$ cat config.mk
export PLATFORM = sky130hd
export DESIGN_NAME = vram_chunk_dma
export DESIGN_NICKNAME = d
export VERILOG_FILES = /design/src/rtl/vdma_pkg.sv /design/src/rtl/vdma_ctrl.sv /design/src/rtl/vdma_path.sv /design/src/rtl/vram_chunk_dma.sv
export SDC_FILE = /design/constraint.sdc
export NUM_CORES = 1
export LEC_CHECK = 0
export BUFFER_PORTS_ARGS = -buffer_cell sky130_fd_sc_hd__buf_2
export CORE_ASPECT_RATIO = 1.2
export CORE_MARGIN = 8
export CORE_UTILIZATION = 45
export DETAILED_ROUTE_END_ITERATION = 16
export HOLD_SLACK_MARGIN = 0.08
export PLACE_DENSITY_LB_ADDON = 0.12
export SLEW_MARGIN = 30
export SYNTH_ARGS = -nofsm -noshare
export SYNTH_HDL_FRONTEND = slang
export SYNTH_HIERARCHICAL = 1
export SYNTH_SLANG_ARGS = --single-unit
$ cat constraint.sdc
create_clock -name clk -period 1.8 [get_ports clk]
set_input_delay 0.18 -clock clk [delete_from_list [all_inputs] [get_ports clk]]
set_output_delay 0.18 -clock clk [all_outputs]
set_load 0.02 [all_outputs]
$ cat src/rtl/vdma_pkg.sv
package vdma_pkg;
  parameter int CHUNK_LOG2  = 4;
  parameter int CHUNK_BYTES = 1 << CHUNK_LOG2;

  localparam logic [2:0] REG_SRC_HI = 3'd0;
  localparam logic [2:0] REG_SRC_LO = 3'd1;
  localparam logic [2:0] REG_DST_HI = 3'd2;
  localparam logic [2:0] REG_DST_LO = 3'd3;
  localparam logic [2:0] REG_CTRL   = 3'd4;

  typedef struct packed {
    logic                  copyEn;
    logic                  advance;
    logic [CHUNK_LOG2-1:0] byteIdx;
  } vdmaStrobes_t;
endpackage

$ cat src/rtl/vdma_ctrl.sv
module vdma_ctrl
  import vdma_pkg::*;
#(
  parameter int DATA_W = 8
) (
  input  logic              clk,
  input  logic              rstN,
  input  logic              colorEn,
  input  logic              hblank,
  input  logic              ctrlWr,
  input  logic [DATA_W-1:0] wrData,
  output vdmaStrobes_t      strobes,
  output logic [DATA_W-1:0] ctrlStatus,
  output logic              xferActive,
  output logic              busy
);
  localparam int CNT_W = DATA_W - 1;

  logic                  active, hbMode, ready, copying;
  logic [CHUNK_LOG2-1:0] byteIdx;
  logic [DATA_W-1:0]     ctrlReg;
  logic                  ctrlAccept, lastByte, finalChunk, launch, readyNext;

  assign ctrlAccept = ctrlWr && colorEn;
  assign lastByte   = copying && (byteIdx == {CHUNK_LOG2{1'b1}});
  assign finalChunk = lastByte && (ctrlReg == '0);
  assign launch     = active && !copying && (!hbMode || ready);

  // pulse wins over consumption, so a blank seen during a copy is kept
  always_comb begin
    readyNext = ready;
    if (launch) readyNext = 1'b0;
    if (active && hbMode && hblank) readyNext = 1'b1;
    if (finalChunk || !active) readyNext = 1'b0;
  end

  always_ff @(posedge clk) begin
    if (!rstN) begin
      active  <= 1'b0;
      hbMode  <= 1'b0;
      ready   <= 1'b0;
      copying <= 1'b0;
      byteIdx <= '0;
      ctrlReg <= '1;
    end else if (ctrlAccept) begin
      copying <= 1'b0;
      byteIdx <= '0;
      ready   <= 1'b0;
      if (wrData[DATA_W-1]) begin
        active  <= 1'b1;
        hbMode  <= 1'b1;
        ctrlReg <= {1'b0, wrData[CNT_W-1:0]};
      end else if (active) begin
        active  <= 1'b0;
        hbMode  <= 1'b0;
        ctrlReg <= {1'b1, ctrlReg[CNT_W-1:0]};
      end else begin
        active  <= 1'b1;
        hbMode  <= 1'b0;
        ctrlReg <= {1'b0, wrData[CNT_W-1:0]};
      end
    end else begin
      ready <= readyNext;
      if (launch) begin
        copying <= 1'b1;
        byteIdx <= '0;
      end else if (copying) begin
        byteIdx <= byteIdx + 1'b1;
        if (lastByte) begin
          copying <= 1'b0;
          ctrlReg <= ctrlReg - 1'b1;
          if (finalChunk) begin
            active <= 1'b0;
            hbMode <= 1'b0;
          end
        end
      end
    end
  end

  assign strobes.copyEn  = copying;
  assign strobes.advance = lastByte && !ctrlAccept;
  assign strobes.byteIdx = byteIdx;
  assign ctrlStatus      = ctrlReg;
  assign xferActive      = active;
  assign busy            = copying;
endmodule

$ cat src/rtl/vdma_path.sv
module vdma_path
  import vdma_pkg::*;
#(
  parameter int ADDR_W = 16,
  parameter int DATA_W = 8
) (
  input  logic              clk,
  input  logic              rstN,
  input  logic [1:0]        hiWr,
  input  logic [1:0]        loWr,
  input  logic [DATA_W-1:0] wrData,
  input  vdmaStrobes_t      strobes,
  output logic [ADDR_W-1:0] srcAddr,
  output logic [ADDR_W-1:0] dstAddr,
  output logic [ADDR_W-1:0] memRdAddr,
  output logic [ADDR_W-1:0] vramWrAddr
);
  localparam int HI_W = ADDR_W - DATA_W;
  localparam logic [DATA_W-1:0] LO_MASK = {DATA_W{1'b1}} << CHUNK_LOG2;

  logic [1:0][ADDR_W-1:0] ptr;
  logic [1:0][ADDR_W-1:0] offAddr;

  // index 0 = source pointer, index 1 = destination pointer
  for (genvar g = 0; g < 2; g++) begin : g_ptr
    logic [ADDR_W-1:0] ptrQ;
    always_ff @(posedge clk) begin
      if (!rstN)
        ptrQ <= '0;
      else if (hiWr[g])
        ptrQ[ADDR_W-1:DATA_W] <= wrData[HI_W-1:0];
      else if (loWr[g])
        ptrQ[DATA_W-1:0] <= wrData & LO_MASK;
      else if (strobes.advance)
        ptrQ <= ptrQ + ADDR_W'(CHUNK_BYTES);
    end
    assign ptr[g]     = ptrQ;
    assign offAddr[g] = ptrQ | ADDR_W'(strobes.byteIdx);
  end

  assign srcAddr    = ptr[0];
  assign dstAddr    = ptr[1];
  assign memRdAddr  = offAddr[0];
  assign vramWrAddr = offAddr[1];
endmodule

$ cat src/rtl/vram_chunk_dma.sv
module vram_chunk_dma
  import vdma_pkg::*;
#(
  parameter int ADDR_W = 16,
  parameter int DATA_W = 8
) (
  input  logic              clk,
  input  logic              rstN,
  input  logic              colorEn,
  input  logic              hblank,
  input  logic              regWrEn,
  input  logic [2:0]        regAddr,
  input  logic [DATA_W-1:0] regWrData,
  output logic [DATA_W-1:0] regRdData,
  output logic              memRdEn,
  output logic [ADDR_W-1:0] memRdAddr,
  input  logic [DATA_W-1:0] memRdData,
  output logic              vramWrEn,
  output logic [ADDR_W-1:0] vramWrAddr,
  output logic [DATA_W-1:0] vramWrData,
  output logic              busy
);
  localparam int HI_W = ADDR_W - DATA_W;

  vdmaStrobes_t      strobes;
  logic [DATA_W-1:0] ctrlStatus;
  logic              xferActive;
  logic [ADDR_W-1:0] srcAddr, dstAddr;
  logic [1:0]        hiWr, loWr;
  logic              ctrlWr;

  assign hiWr[0] = regWrEn && (regAddr == REG_SRC_HI);
  assign loWr[0] = regWrEn && (regAddr == REG_SRC_LO);
  assign hiWr[1] = regWrEn && (regAddr == REG_DST_HI);
  assign loWr[1] = regWrEn && (regAddr == REG_DST_LO);
  assign ctrlWr  = regWrEn && (regAddr == REG_CTRL);

  vdma_ctrl #(.DATA_W(DATA_W)) u_ctrl (
    .clk(clk), .rstN(rstN), .colorEn(colorEn), .hblank(hblank),
    .ctrlWr(ctrlWr), .wrData(regWrData), .strobes(strobes),
    .ctrlStatus(ctrlStatus), .xferActive(xferActive), .busy(busy)
  );

  vdma_path #(.ADDR_W(ADDR_W), .DATA_W(DATA_W)) u_path (
    .clk(clk), .rstN(rstN), .hiWr(hiWr), .loWr(loWr), .wrData(regWrData),
    .strobes(strobes), .srcAddr(srcAddr), .dstAddr(dstAddr),
    .memRdAddr(memRdAddr), .vramWrAddr(vramWrAddr)
  );

  always_comb begin
    case (regAddr)
      REG_SRC_HI: regRdData = DATA_W'(srcAddr[ADDR_W-1:DATA_W]);
      REG_SRC_LO: regRdData = srcAddr[DATA_W-1:0];
      REG_DST_HI: regRdData = DATA_W'(dstAddr[ADDR_W-1:DATA_W]);
      REG_DST_LO: regRdData = dstAddr[DATA_W-1:0];
      REG_CTRL:   regRdData = ctrlStatus;
      default:    regRdData = '0;
    endcase
  end

  assign memRdEn    = strobes.copyEn;
  assign vramWrEn   = strobes.copyEn;
  assign vramWrData = memRdData;

  logic [HI_W-1:0] unusedHi;
  assign unusedHi = '0;
endmodule

==> flow_summary.toml <==
[status]
status = "completed"

[power]
worst_ir_drop_on_vdd_mv = 0.329
pwr-share-clk_pct = 30.5
power.combinational.fraction_pct = 16.7
sw_frac_of_total_pct = 28.0
power_report.internal_total_uw = 1270
power_leakage_uw = 0.00142
seq_power_share_pct = 52.7
power.density_cell_area_mw_per_mm2 = 539
power.net_switching_uw = 494
overall_power_of_the_completed_layout_uw = 1770

[drt]
drt_drc_violations_left = 0
dr.pass1.iters = 5
via_count = 2668
avgViaCountPerCell = 5.63
initialDrtViolationCount = 184
wl_per_cell_um = 17.4
route.final.wire_length_um = 8260
antenna_violating_nets_remaining = 0

[yosys]
mappedNetlistArea_mm2 = 0.00301
list_of_most_frequent_post_synthesis_cells = "buf_4 (50), dfxtp_1 (40), nand2_1 (27)"
synth.top_cell.area_share_pct = 26.6
ys_types = 64
post_synth_main_area_contributors = "dfxtp_1 (27%), buf_4 (12%), o21ai_0 (4.3%)"
synth.most_common_cell = "buf_4"
syn-mean-instance-area_um2 = 8.47
ys_seq_elements = 40
synthDominantAreaCellType = "dfxtp_1"
synth_cells = 355
synth_edf_count = 0
async_set_or_reset_flop_fraction_in_the_synthesized_netlist_pct = 0
ys.warnings.count = 6
seq_area_frac_synth_pct = 26.6
yosys_most_used_dff = "dfxtp_1"

[timing]
timing.slew.headroom_pct = 66.6
worst_pin_slew_ns = 0.500
worst_hold_slack_ns = 0.138
timing.final.hold_violations = 0
max_clock_freq_mhz = 581
slew_viol_final = 0
min_period_over_period_pct = 95.6
rsz_0062_raised_after_global_routing = "true"
setup_viol_count_final = 0
min_period_ns = 1.72
finalClockSkew_ns = 0.00475

[place]
gp_congestion = 0.850
number_of_buffers_added_on_ports = 58
dp_hpwl_um = 6500

[setup_path]
r2r_end = "u_ctrl/ctrlStatus[4]"
path_max_fanout = 4
timing.reg2reg.worst_path_depth = 6
reg2reg_slack_ns = 0.08
critical_path_arrival_ns = 1.86
worstSetupStartpointType = "register"
worst_setup_path_end_kind = "register"
critical_path_class = "reg -> reg"
r2r-start = "u_ctrl/byteIdx[1]"
required_ns = 1.94

[floorplan]
design.core.area_mm2 = 0.00645
horiz_die_dim_um = 90.6
boundaryPins = 75
area_of_the_die_mm2 = 0.00956
chipHeight_um = 106
initial_core_util_pct = 46.6
row_count = 32

[hold_path]
timing.hold.worst.class = "in -> reg"
min_from = "hblank"
whs_endpoint = "u_ctrl/ready"
min_delay_path_depth = 3

[clock_network]
clk_path_buf_depth = 2
cts.htree.levels = 2
ctsRootBufferMaster = "clkbuf_8"
clk_transition_reported_paths_ns = 0.07
num_cts_buffers = 5
cts_sinks = 40
cts_tree = "built"
ctsHoldBuffers = 0
clock_latency_ns = 0.29

[global_route]
grt.total_usage_pct = 17.7
grt_start_max_net_pins = 17
grt_first_pass_wirelength_um = 13700
grt_pass1_vias = 2605
grt_antenna_before_repair = 0
grt.overflow.total = 0

[cells_and_area]
layout-drive-gt1-share_pct = 33.9
finalNetCount = 420
fin_util_pct = 50.9
syn_to_final_growth_pct = 9.03
diodes = 0

[run]
max_cap_viol_count = 0
## area by class of cell
type	instances	area, µm²
fill	663	3170
clock buffer	5	68.8
sequential	40	805
timing repair buffer	87	508
inverter	8	35.0
tap	85	106
multi-input combinational	249	1760
## critical path, stage by stage, from the launching register on
cell and delay (ns):
dfxtp_2 0.33, ha_2 0.17, and4_4 0.24, buf_4 0.14
nand3_1 0.14, o311ai_0 0.39, o2111ai_1 0.17
## repair_timing
action | in CTS | in global routing
buffers inserted | 0 | 1
endpoints found under the setup margin | 0 | 13
resized for setup | 0 | 6
## logic make-up after synthesis
| group | count (synthesis) | share of synthesized area [%] |
|---|---|---|
| and+or+nand+nor | 105 | 22.2 |
| AOI/OAI and AO/OA | 102 | 22.2 |
| buffers and inverters | 73 | 16.9 |
| DFF | 40 | 26.6 |
| xor gates and xnor gates | 17 | 4.95 |
| muxes | 12 | 4.99 |
| adders and majority gates | 5 | 2.08 |
| other | 1 | 0.125 |
## how the worst max path moves through the flow
stage,startpoint,end,slack (ns),cells past startpoint
3_3_place_gp,u_ctrl/byteIdx[0],u_path/dstAddr[10],0.04,8
5_1_grt,u_ctrl/byteIdx[0],u_path/dstAddr[10],-0.001,8
6_report,u_ctrl/byteIdx[1],u_ctrl/ctrlStatus[4],0.08,6
3_5_place_dp,u_ctrl/byteIdx[1],u_path/dstAddr[10],0.01,8
2_1_floorplan,u_ctrl/byteIdx[0],u_path/dstAddr[10],0.003,9
4_1_cts,u_ctrl/byteIdx[1],u_path/dstAddr[10],0.002,8
## layer usage
layer | up-vias | track usage, % | routed length (µm)
li1 | 1314 | - | -
met1 | 1275 | 21.3 | 3500
met2 | 71 | 30.5 | 4130
met3 | 8 | 4.05 | 488
met4 | 0 | 5.13 | 135
met5 | - | 0 | 0
## power by group through the flow
stage | clock (µW) | combinational, µW | sequential, µW
finish | 539 | 295 | 931
global route | 613 | 323 | 935
CTS | 569 | 295 | 931
detailed placement | 0 | 294 | 952
global placement | 0 | 293 | 951
floorplan | 0 | 227 | 957
## through the flow
stage | setup slack (ns) | TNS (ns) | area, µm² | std cells
6_report | 0.0797 | 0 | 3280 | 474
5_1_grt | -0.00116 | -0.00116 | 3280 | 474
4_1_cts | 0.00184 | 0 | 3240 | 473
3_5_place_dp | 0.0114 | 0 | 3170 | 468
3_3_place_gp | 0.0438 | 0 | 3170 | 468
2_1_floorplan | 0.00325 | 0 | 3040 | 362
## sequential cells by signal (all words and copies together) (netlist names)
| signal | flops |
|---|---|
| u_path/srcAddr | 12 |
| u_ctrl/ctrlStatus | 8 |
| u_ctrl/hbMode | 1 |
| u_ctrl/xferActive | 1 |
| u_path/dstAddr | 12 |
| u_ctrl/byteIdx | 4 |
| u_ctrl/busy | 1 |
| u_ctrl/ready | 1 |
## placed cells by master (no fill, tap or decap), drive strengths merged, types with 3 or more instances in the layout
cell,instances
buf,87
dfxtp,40
o21ai,35
nand2,28
a21oi,18
nor2,15
xnor2,14
a32oi,9
nand4,9
nand3,9
mux2,9
a22oi,8
conb,8
inv,7
nor3,7
and2,6
o311ai,6
clkbuf,5
ha,5
a21boi,4
a31oi,4
nor2b,4
nor4,4
nand2b,3
mux2i,3
o211ai,3
o2111ai,3
xor2,3
nor3b,3
o21bai,3
nand4b,3
No activity file was read; power rests on OpenSTA's default activity.
